[src/rtl/qdw_pkg.sv]
package qdw_pkg;
    localparam logic [2:0] A_FEAT = 3'd1;
    localparam logic [2:0] A_SCNT = 3'd2;
    localparam logic [2:0] A_SNUM = 3'd3;
    localparam logic [2:0] A_CYLL = 3'd4;
    localparam logic [2:0] A_CYLH = 3'd5;
    localparam logic [2:0] A_DEVH = 3'd6;
    localparam logic [2:0] A_CMD  = 3'd7;

    localparam logic [7:0] OP_QWRITE  = 8'hCC;
    localparam logic [7:0] OP_SERVICE = 8'hA2;

    localparam int ST_BSY = 7;
    localparam int ST_RDY = 6;
    localparam int ST_SRV = 4;
    localparam int ST_DRQ = 3;
    localparam int ST_ERR = 0;
    localparam int ER_ABT = 2;

    typedef enum logic [1:0] {
        SQ_IDLE,
        SQ_ACCEPT,
        SQ_RELEASED,
        SQ_XFER
    } seq_state_e;
endpackage

[src/rtl/qdw_shadow_regs.sv]
module qdw_shadow_regs
    import qdw_pkg::*;
(
    input  logic       clk,
    input  logic       rst_n,
    input  logic       we,
    input  logic [2:0] addr,
    input  logic [7:0] wdata,
    output logic [7:0] feat,
    output logic [7:0] scnt,
    output logic [7:0] snum,
    output logic [7:0] cyll,
    output logic [7:0] cylh,
    output logic [7:0] devh
);
    typedef struct packed {
        logic [7:0] feat;
        logic [7:0] scnt;
        logic [7:0] snum;
        logic [7:0] cyll;
        logic [7:0] cylh;
        logic [7:0] devh;
    } shadow_t;

    shadow_t sh_d, sh_q;

    always_comb begin
        sh_d = sh_q;
        if (we) begin
            case (addr)
                A_FEAT:  sh_d.feat = wdata;
                A_SCNT:  sh_d.scnt = wdata;
                A_SNUM:  sh_d.snum = wdata;
                A_CYLL:  sh_d.cyll = wdata;
                A_CYLH:  sh_d.cylh = wdata;
                A_DEVH:  sh_d.devh = wdata;
                default: sh_d = sh_q;
            endcase
        end
    end

    always_ff @(posedge clk) begin
        if (!rst_n) sh_q <= '0;
        else        sh_q <= sh_d;
    end

    assign feat = sh_q.feat;
    assign scnt = sh_q.scnt;
    assign snum = sh_q.snum;
    assign cyll = sh_q.cyll;
    assign cylh = sh_q.cylh;
    assign devh = sh_q.devh;
endmodule

[src/rtl/qdw_xfer_count.sv]
module qdw_xfer_count #(
    parameter int WPS   = 256,
    parameter int SEC_W = 9
) (
    input  logic             clk,
    input  logic             rst_n,
    input  logic             load,
    input  logic [SEC_W-1:0] load_secs,
    input  logic             step,
    output logic             last
);
    localparam int WW = (WPS > 1) ? $clog2(WPS) : 1;
    localparam logic [WW-1:0]    WLAST = WW'(WPS - 1);
    localparam logic [SEC_W-1:0] ONE   = SEC_W'(1);

    typedef struct packed {
        logic [WW-1:0]    word;
        logic [SEC_W-1:0] secs;
    } cnt_t;

    cnt_t c_d, c_q;

    always_comb begin
        c_d  = c_q;
        last = (c_q.word == WLAST) && (c_q.secs == ONE);
        if (load) begin
            c_d.word = '0;
            c_d.secs = load_secs;
        end else if (step && (c_q.secs != '0)) begin
            if (c_q.word == WLAST) begin
                c_d.word = '0;
                c_d.secs = c_q.secs - ONE;
            end else begin
                c_d.word = c_q.word + 1'b1;
            end
        end
    end

    always_ff @(posedge clk) begin
        if (!rst_n) c_q <= '0;
        else        c_q <= c_d;
    end

    AST_WORD_HOLD: assert property (@(posedge clk) disable iff (!rst_n)
        (!load && !step) |=> $stable(c_q.word));
    AST_NO_SECTOR_WRAP: assert property (@(posedge clk) disable iff (!rst_n)
        (!load && c_q.secs == '0) |=> (c_q.secs == '0));
endmodule

[src/rtl/qdw_seq.sv]
module qdw_seq
    import qdw_pkg::*;
#(
    parameter int TAG_W = 5,
    parameter int SEC_W = 9
) (
    input  logic             clk,
    input  logic             rst_n,
    input  logic             cmd_wr,
    input  logic [7:0]       cmd_code,
    input  logic [7:0]       feat,
    input  logic [7:0]       scnt,
    input  logic [27:0]      lba_in,
    input  logic             xfer_ready,
    input  logic             dma_ack,
    input  logic             last,
    output seq_state_e       st,
    output logic             abrt,
    output logic [TAG_W-1:0] tag,
    output logic [27:0]      lba,
    output logic             load,
    output logic [SEC_W-1:0] load_secs,
    output logic             step
);
    localparam int TAG_LSB = 8 - TAG_W;

    typedef struct packed {
        seq_state_e       st;
        logic             abrt;
        logic [TAG_W-1:0] tag;
        logic [27:0]      lba;
    } seq_t;

    seq_t s_d, s_q;

    always_comb begin
        s_d       = s_q;
        load      = 1'b0;
        step      = 1'b0;
        load_secs = (scnt == 8'h00) ? SEC_W'(256) : SEC_W'(scnt);
        case (s_q.st)
            SQ_IDLE: begin
                if (cmd_wr) begin
                    if (cmd_code == OP_QWRITE) begin
                        s_d.st   = SQ_ACCEPT;
                        s_d.abrt = 1'b0;
                        s_d.tag  = feat[7:TAG_LSB];
                        s_d.lba  = lba_in;
                        load     = 1'b1;
                    end else begin
                        s_d.abrt = 1'b1;
                    end
                end
            end
            SQ_ACCEPT: begin
                s_d.st = xfer_ready ? SQ_XFER : SQ_RELEASED;
            end
            SQ_RELEASED: begin
                if (cmd_wr) begin
                    if (cmd_code == OP_SERVICE) begin
                        s_d.st   = SQ_XFER;
                        s_d.abrt = 1'b0;
                    end else begin
                        s_d.abrt = 1'b1;
                    end
                end
            end
            SQ_XFER: begin
                step = dma_ack;
                if (dma_ack && last) s_d.st = SQ_IDLE;
            end
            default: s_d.st = SQ_IDLE;
        endcase
    end

    always_ff @(posedge clk) begin
        if (!rst_n) s_q <= '{st: SQ_IDLE, abrt: 1'b0, tag: '0, lba: '0};
        else        s_q <= s_d;
    end

    assign st   = s_q.st;
    assign abrt = s_q.abrt;
    assign tag  = s_q.tag;
    assign lba  = s_q.lba;

    AST_ACCEPT_SINGLE: assert property (@(posedge clk) disable iff (!rst_n)
        (s_q.st == SQ_ACCEPT) |=> (s_q.st != SQ_ACCEPT));
    AST_SERVICE_RESUME: assert property (@(posedge clk) disable iff (!rst_n)
        (s_q.st == SQ_RELEASED && cmd_wr && cmd_code == OP_SERVICE) |=> (s_q.st == SQ_XFER));
    AST_NO_RELEASE_IN_XFER: assert property (@(posedge clk) disable iff (!rst_n)
        (s_q.st == SQ_XFER) |=> (s_q.st == SQ_XFER || s_q.st == SQ_IDLE));
    AST_ABORT_FLAG: assert property (@(posedge clk) disable iff (!rst_n)
        (s_q.st == SQ_IDLE && cmd_wr && cmd_code != OP_QWRITE) |=> s_q.abrt);
endmodule

[src/rtl/qdw_top.sv]
module qdw_top
    import qdw_pkg::*;
#(
    parameter int WPS   = 256,
    parameter int TAG_W = 5
) (
    input  logic        clk,
    input  logic        rst_n,
    input  logic        host_we,
    input  logic [2:0]  host_addr,
    input  logic [7:0]  host_wdata,
    input  logic        xfer_ready,
    input  logic        dma_ack,
    output logic        dma_req,
    output logic [7:0]  status_rd,
    output logic [7:0]  error_rd,
    output logic [7:0]  seccnt_rd,
    output logic [7:0]  devhead_rd,
    output logic [27:0] start_lba
);
    localparam int SEC_W = $clog2(257);

    logic [7:0] feat, scnt, snum, cyll, cylh, devh;
    logic [TAG_W-1:0] tag;
    logic [27:0] lba_cap;
    logic [SEC_W-1:0] load_secs;
    logic load, step, last, abrt, cmd_wr;
    seq_state_e st;

    assign cmd_wr = host_we && (host_addr == A_CMD);

    qdw_shadow_regs u_regs (
        .clk(clk), .rst_n(rst_n), .we(host_we), .addr(host_addr), .wdata(host_wdata),
        .feat(feat), .scnt(scnt), .snum(snum), .cyll(cyll), .cylh(cylh), .devh(devh)
    );

    qdw_seq #(.TAG_W(TAG_W), .SEC_W(SEC_W)) u_seq (
        .clk(clk), .rst_n(rst_n), .cmd_wr(cmd_wr), .cmd_code(host_wdata),
        .feat(feat), .scnt(scnt), .lba_in({devh[3:0], cylh, cyll, snum}),
        .xfer_ready(xfer_ready), .dma_ack(dma_ack), .last(last),
        .st(st), .abrt(abrt), .tag(tag), .lba(lba_cap),
        .load(load), .load_secs(load_secs), .step(step)
    );

    qdw_xfer_count #(.WPS(WPS), .SEC_W(SEC_W)) u_cnt (
        .clk(clk), .rst_n(rst_n), .load(load), .load_secs(load_secs),
        .step(step), .last(last)
    );

    always_comb begin
        status_rd          = 8'h00;
        status_rd[ST_BSY]  = (st == SQ_ACCEPT);
        status_rd[ST_RDY]  = (st != SQ_ACCEPT);
        status_rd[ST_SRV]  = (st == SQ_XFER);
        status_rd[ST_DRQ]  = (st == SQ_XFER);
        status_rd[ST_ERR]  = abrt;
        error_rd           = 8'h00;
        error_rd[ER_ABT]   = abrt;
        seccnt_rd          = (st == SQ_RELEASED) ? {tag, 3'b100} : scnt;
        devhead_rd         = {1'b1, devh[6], 1'b1, devh[4:0]};
        dma_req            = (st == SQ_XFER);
        start_lba          = lba_cap;
    end

    AST_REQ_DROPS_AT_END: assert property (@(posedge clk) disable iff (!rst_n)
        (dma_req && dma_ack && last) |=> !dma_req);
endmodule

[config.mk]
export PLATFORM = sky130hd
export DESIGN_NAME = qdw_top
export DESIGN_NICKNAME = d
export VERILOG_FILES = /design/src/rtl/qdw_pkg.sv /design/src/rtl/qdw_shadow_regs.sv /design/src/rtl/qdw_xfer_count.sv /design/src/rtl/qdw_seq.sv /design/src/rtl/qdw_top.sv
export SDC_FILE = /design/constraint.sdc
export NUM_CORES = 1
export LEC_CHECK = 0
export ABC_AREA = 1
export BUFFER_PORTS_ARGS = -buffer_cell sky130_fd_sc_hd__buf_2
export CAP_MARGIN = 5
export CORE_ASPECT_RATIO = 1.4
export CORE_UTILIZATION = 35
export CTS_BUF_LIST = sky130_fd_sc_hd__clkbuf_8
export CTS_CLUSTER_DIAMETER = 30
export CTS_CLUSTER_SIZE = 10
export DETAILED_ROUTE_END_ITERATION = 8
export PLACE_DENSITY_LB_ADDON = 0.12
export SLEW_MARGIN = 20
export SYNTH_ARGS = -nofsm -noshare
export SYNTH_HDL_FRONTEND = slang
export SYNTH_SLANG_ARGS = --single-unit
[constraint.sdc]
create_clock -name clk -period 1.5 [get_ports clk]
set_input_delay 0.225 -clock clk [delete_from_list [all_inputs] [get_ports clk]]
set_output_delay 0.225 -clock clk [all_outputs]
set_load 0.01 [all_outputs]
==> results.ini <==
[status]
outcome=complete, but fails checks
violations=setup timing

[clocking]
cts_tree=done
cts_buffer_depth=2
cts-buffers-inserted=9
clk_pin_slew_ns=0.10
cts.sinks=96
clk_latency_ns=0.37
clock-root-buffer=clkbuf_8
htreeDepth=3

[critical_path]
required_ns=1.27
path_class=register to output pin
path_buf_inv=3
cp-end-kind=output pin
worstSetupStartpointType=register
critical-path-top-delay-family=buffers and inverters
worst_path_max_delay_cell=dfxtp_2
cp.arrival_ns=1.41
crit_chain=buf_6 -> ha_4 -> buf_8 -> o21ai_2 -> buf_2
cpPeakStageDelay_ns=0.34
cp_max_fo=7

[hold_path]
hold_class=primary input to register

[die]
ios=77
dieArea_sq_um=12700
row_count=47
die_x_microns=95.6
initial_core_util=0.361
die_h_microns=133
fp.coreArea_sq_um=11900

[drt]
wl_per_cell_microns=13.6
ant_nets=0
initialDrtViolationCount=145
vias=3881
wirelength_microns=11200
firstDrtPassIters=5
viasPerCell=4.72
drcViolationCount=0

[yosys]
yosys_most_used_dff=dfxtp_1
ys_seq_area_frac=0.448
ys_top_cells_by_area=dfxtp_1 45%, nor2_1 7.9%, o21ai_0 7.6%
synth_area_sq_um=4290
synth_common_cells=96 x dfxtp_1, 90 x nor2_1, 68 x nand2_1
synthDistinctLibCells=33
yosysMostFrequentCell=dfxtp_1
synth-edff-count=0
synth.avg_cell_area_sq_um=7.47
syn_inst=575
synth-seq-cells=96
synth_warnings=0
async_flop_share=0
yosysTopAreaCellShare=0.448
yosysTopAreaCell=dfxtp_1

[grt]
track_usage=0.176
grt_max_degree=51
antenna_found_initial=0
grt_overflow=0
grt_pass1_vias=3549
grt_pass1_wl_microns=17200

[placed_design]
portBuffers=64
place_area_sq_um=4960
place_congestion=0.806
dpl.hpwl_microns=7890
place_ws_ns=-0.105
place_inst=800

[layout]
regArea_sq_um=1930
multiInputGateArea_sq_um=2030
nNetsFinal=695
syn2layout_area_growth_pct=26.9
antennaDiodeCount=0
final_util=0.459
layout.cells.non_filler=823
final_area_sq_um=5450
nFillCells=1218
drive_above_1_share=0.275

[power_and_ir_drop]
finalPower_mw=4.84
p_leak_nw=2.63
ir_drop_v=0.000437
p_per_area_nw_per_um2=889

[sta]
setup_viol_count_final=19
fin_ws_ns=-0.137
period_share=1.09
fmax_ghz=0.611
grt_setup_unrepaired=yes
slew_viol_final=0
post-route-min-period_ns=1.64
skew_ns=0.0139
hold_viol=0

[job]
maxCapViolations=0

[sequential cells by signal, indices dropped and copies added (netlist names)]
signal and cells:
u_seq.tag 5, u_regs.feat 5, u_seq.st 2, u_seq.lba 28, u_cnt.c_q 17, u_regs.scnt 8, u_regs.cyll 8, u_regs.snum 8
u_seq.abrt 1, u_regs.devh 6, u_regs.cylh 8
[area by class of cell]
cell class,instances,share of cell area
Sequential cell,96,0.354
Tap cell,147,0.0338
Timing Repair Buffer,114,0.153
Clock buffer,9,0.0227
Clock inverter,7,0.0186
Timing Repair inverter,1,0.00161
Multi-Input combinational cell,389,0.373
Inverter,60,0.0441
[metal layers]
metal | track usage | wire length [microns]
met1 | 0.207 | 4910
met2 | 0.315 | 5770
met3 | 0.0287 | 346
met5 | 0 | 0
met4 | 0.0580 | 184
[worst reg2reg max path: stages, from the launching register on]
cell     delay, ns
dfxtp_2       0.33
inv_2         0.09
ha_2          0.20
inv_2         0.05
nor3_4        0.16
nand2_4       0.18
buf_12        0.20
nand2_1       0.06
o21ai_0       0.08
nand2_1       0.06
o21ai_1       0.05
[through the flow]
step | hold slack, ns | TNS, ns
finish | 0.241 | -1.07
global route | 0.243 | -5.78
CTS | 0.214 | -0.891
detailed placement | 0.460 | -1.40
global placement | 0.451 | -0.467
floorplan | 0.367 | 0
[logic make-up after synthesis]
kind of cell               Yosys count  share of synthesized area
DFF                                 96                      0.448
xor gates and xnor gates             6                     0.0122
AOI/OAI and AO/OA                  150                      0.183
adders and majority gates            8                     0.0233
and+or+nand+nor                    213                      0.218
buffers and inverters              100                      0.114
other                                2                    0.00175
[placed cells by master, fill, tap and decap left out, types with 4 or more instances in the layout]
cell      instances
nor2_1           89
dfxtp_1          92
nand4_1           7
nor2_2            7
conb_1           12
buf_4            38
a21oi_1          52
inv_1            53
nand2_4           4
buf_6             8
nand3_1          22
dfxtp_2           4
o21ai_1          26
o21ai_0          58
inv_2             5
nand2_1          61
nand2_2           9
xor2_1            5
clkbuf_8          9
buf_12            5
a21oi_2           6
buf_2            60
nor3_1            6
o21ai_2           4
[timing repair]
action                                  4_1_cts  5_1_grt
gates cloned                                  0        2
pin swaps                                     8        5
hold buffers                                  0        0
resized for setup                            33       27
endpoints found under the setup margin       62       64
setup buffers                                 0        5
[report_power, final]
group | switching (mW) | total, mW | internal [mW]
registers | 0.0225 | 2.61 | 2.59
clock network | 0.973 | 1.93 | 0.961
logic | 0.193 | 0.299 | 0.106
total | 1.19 | 4.84 | 3.65
[worst paths after layout]
path | slack (ns) | cells past startpoint | endpoint | start
setup / recovery | -0.14 | 5 | seccnt_rd[3] | u_seq.st[1]
hold / removal | 0.24 | 3 | u_cnt.c_q[4] | rst_n
setup reg to reg | -0.05 | 10 | u_cnt.c_q[2] | u_seq.st[0]
hold reg to reg | 0.47 | 2 | u_seq.lba[13] | u_regs.cyll[5]
Power figures use the tool's default switching activity.
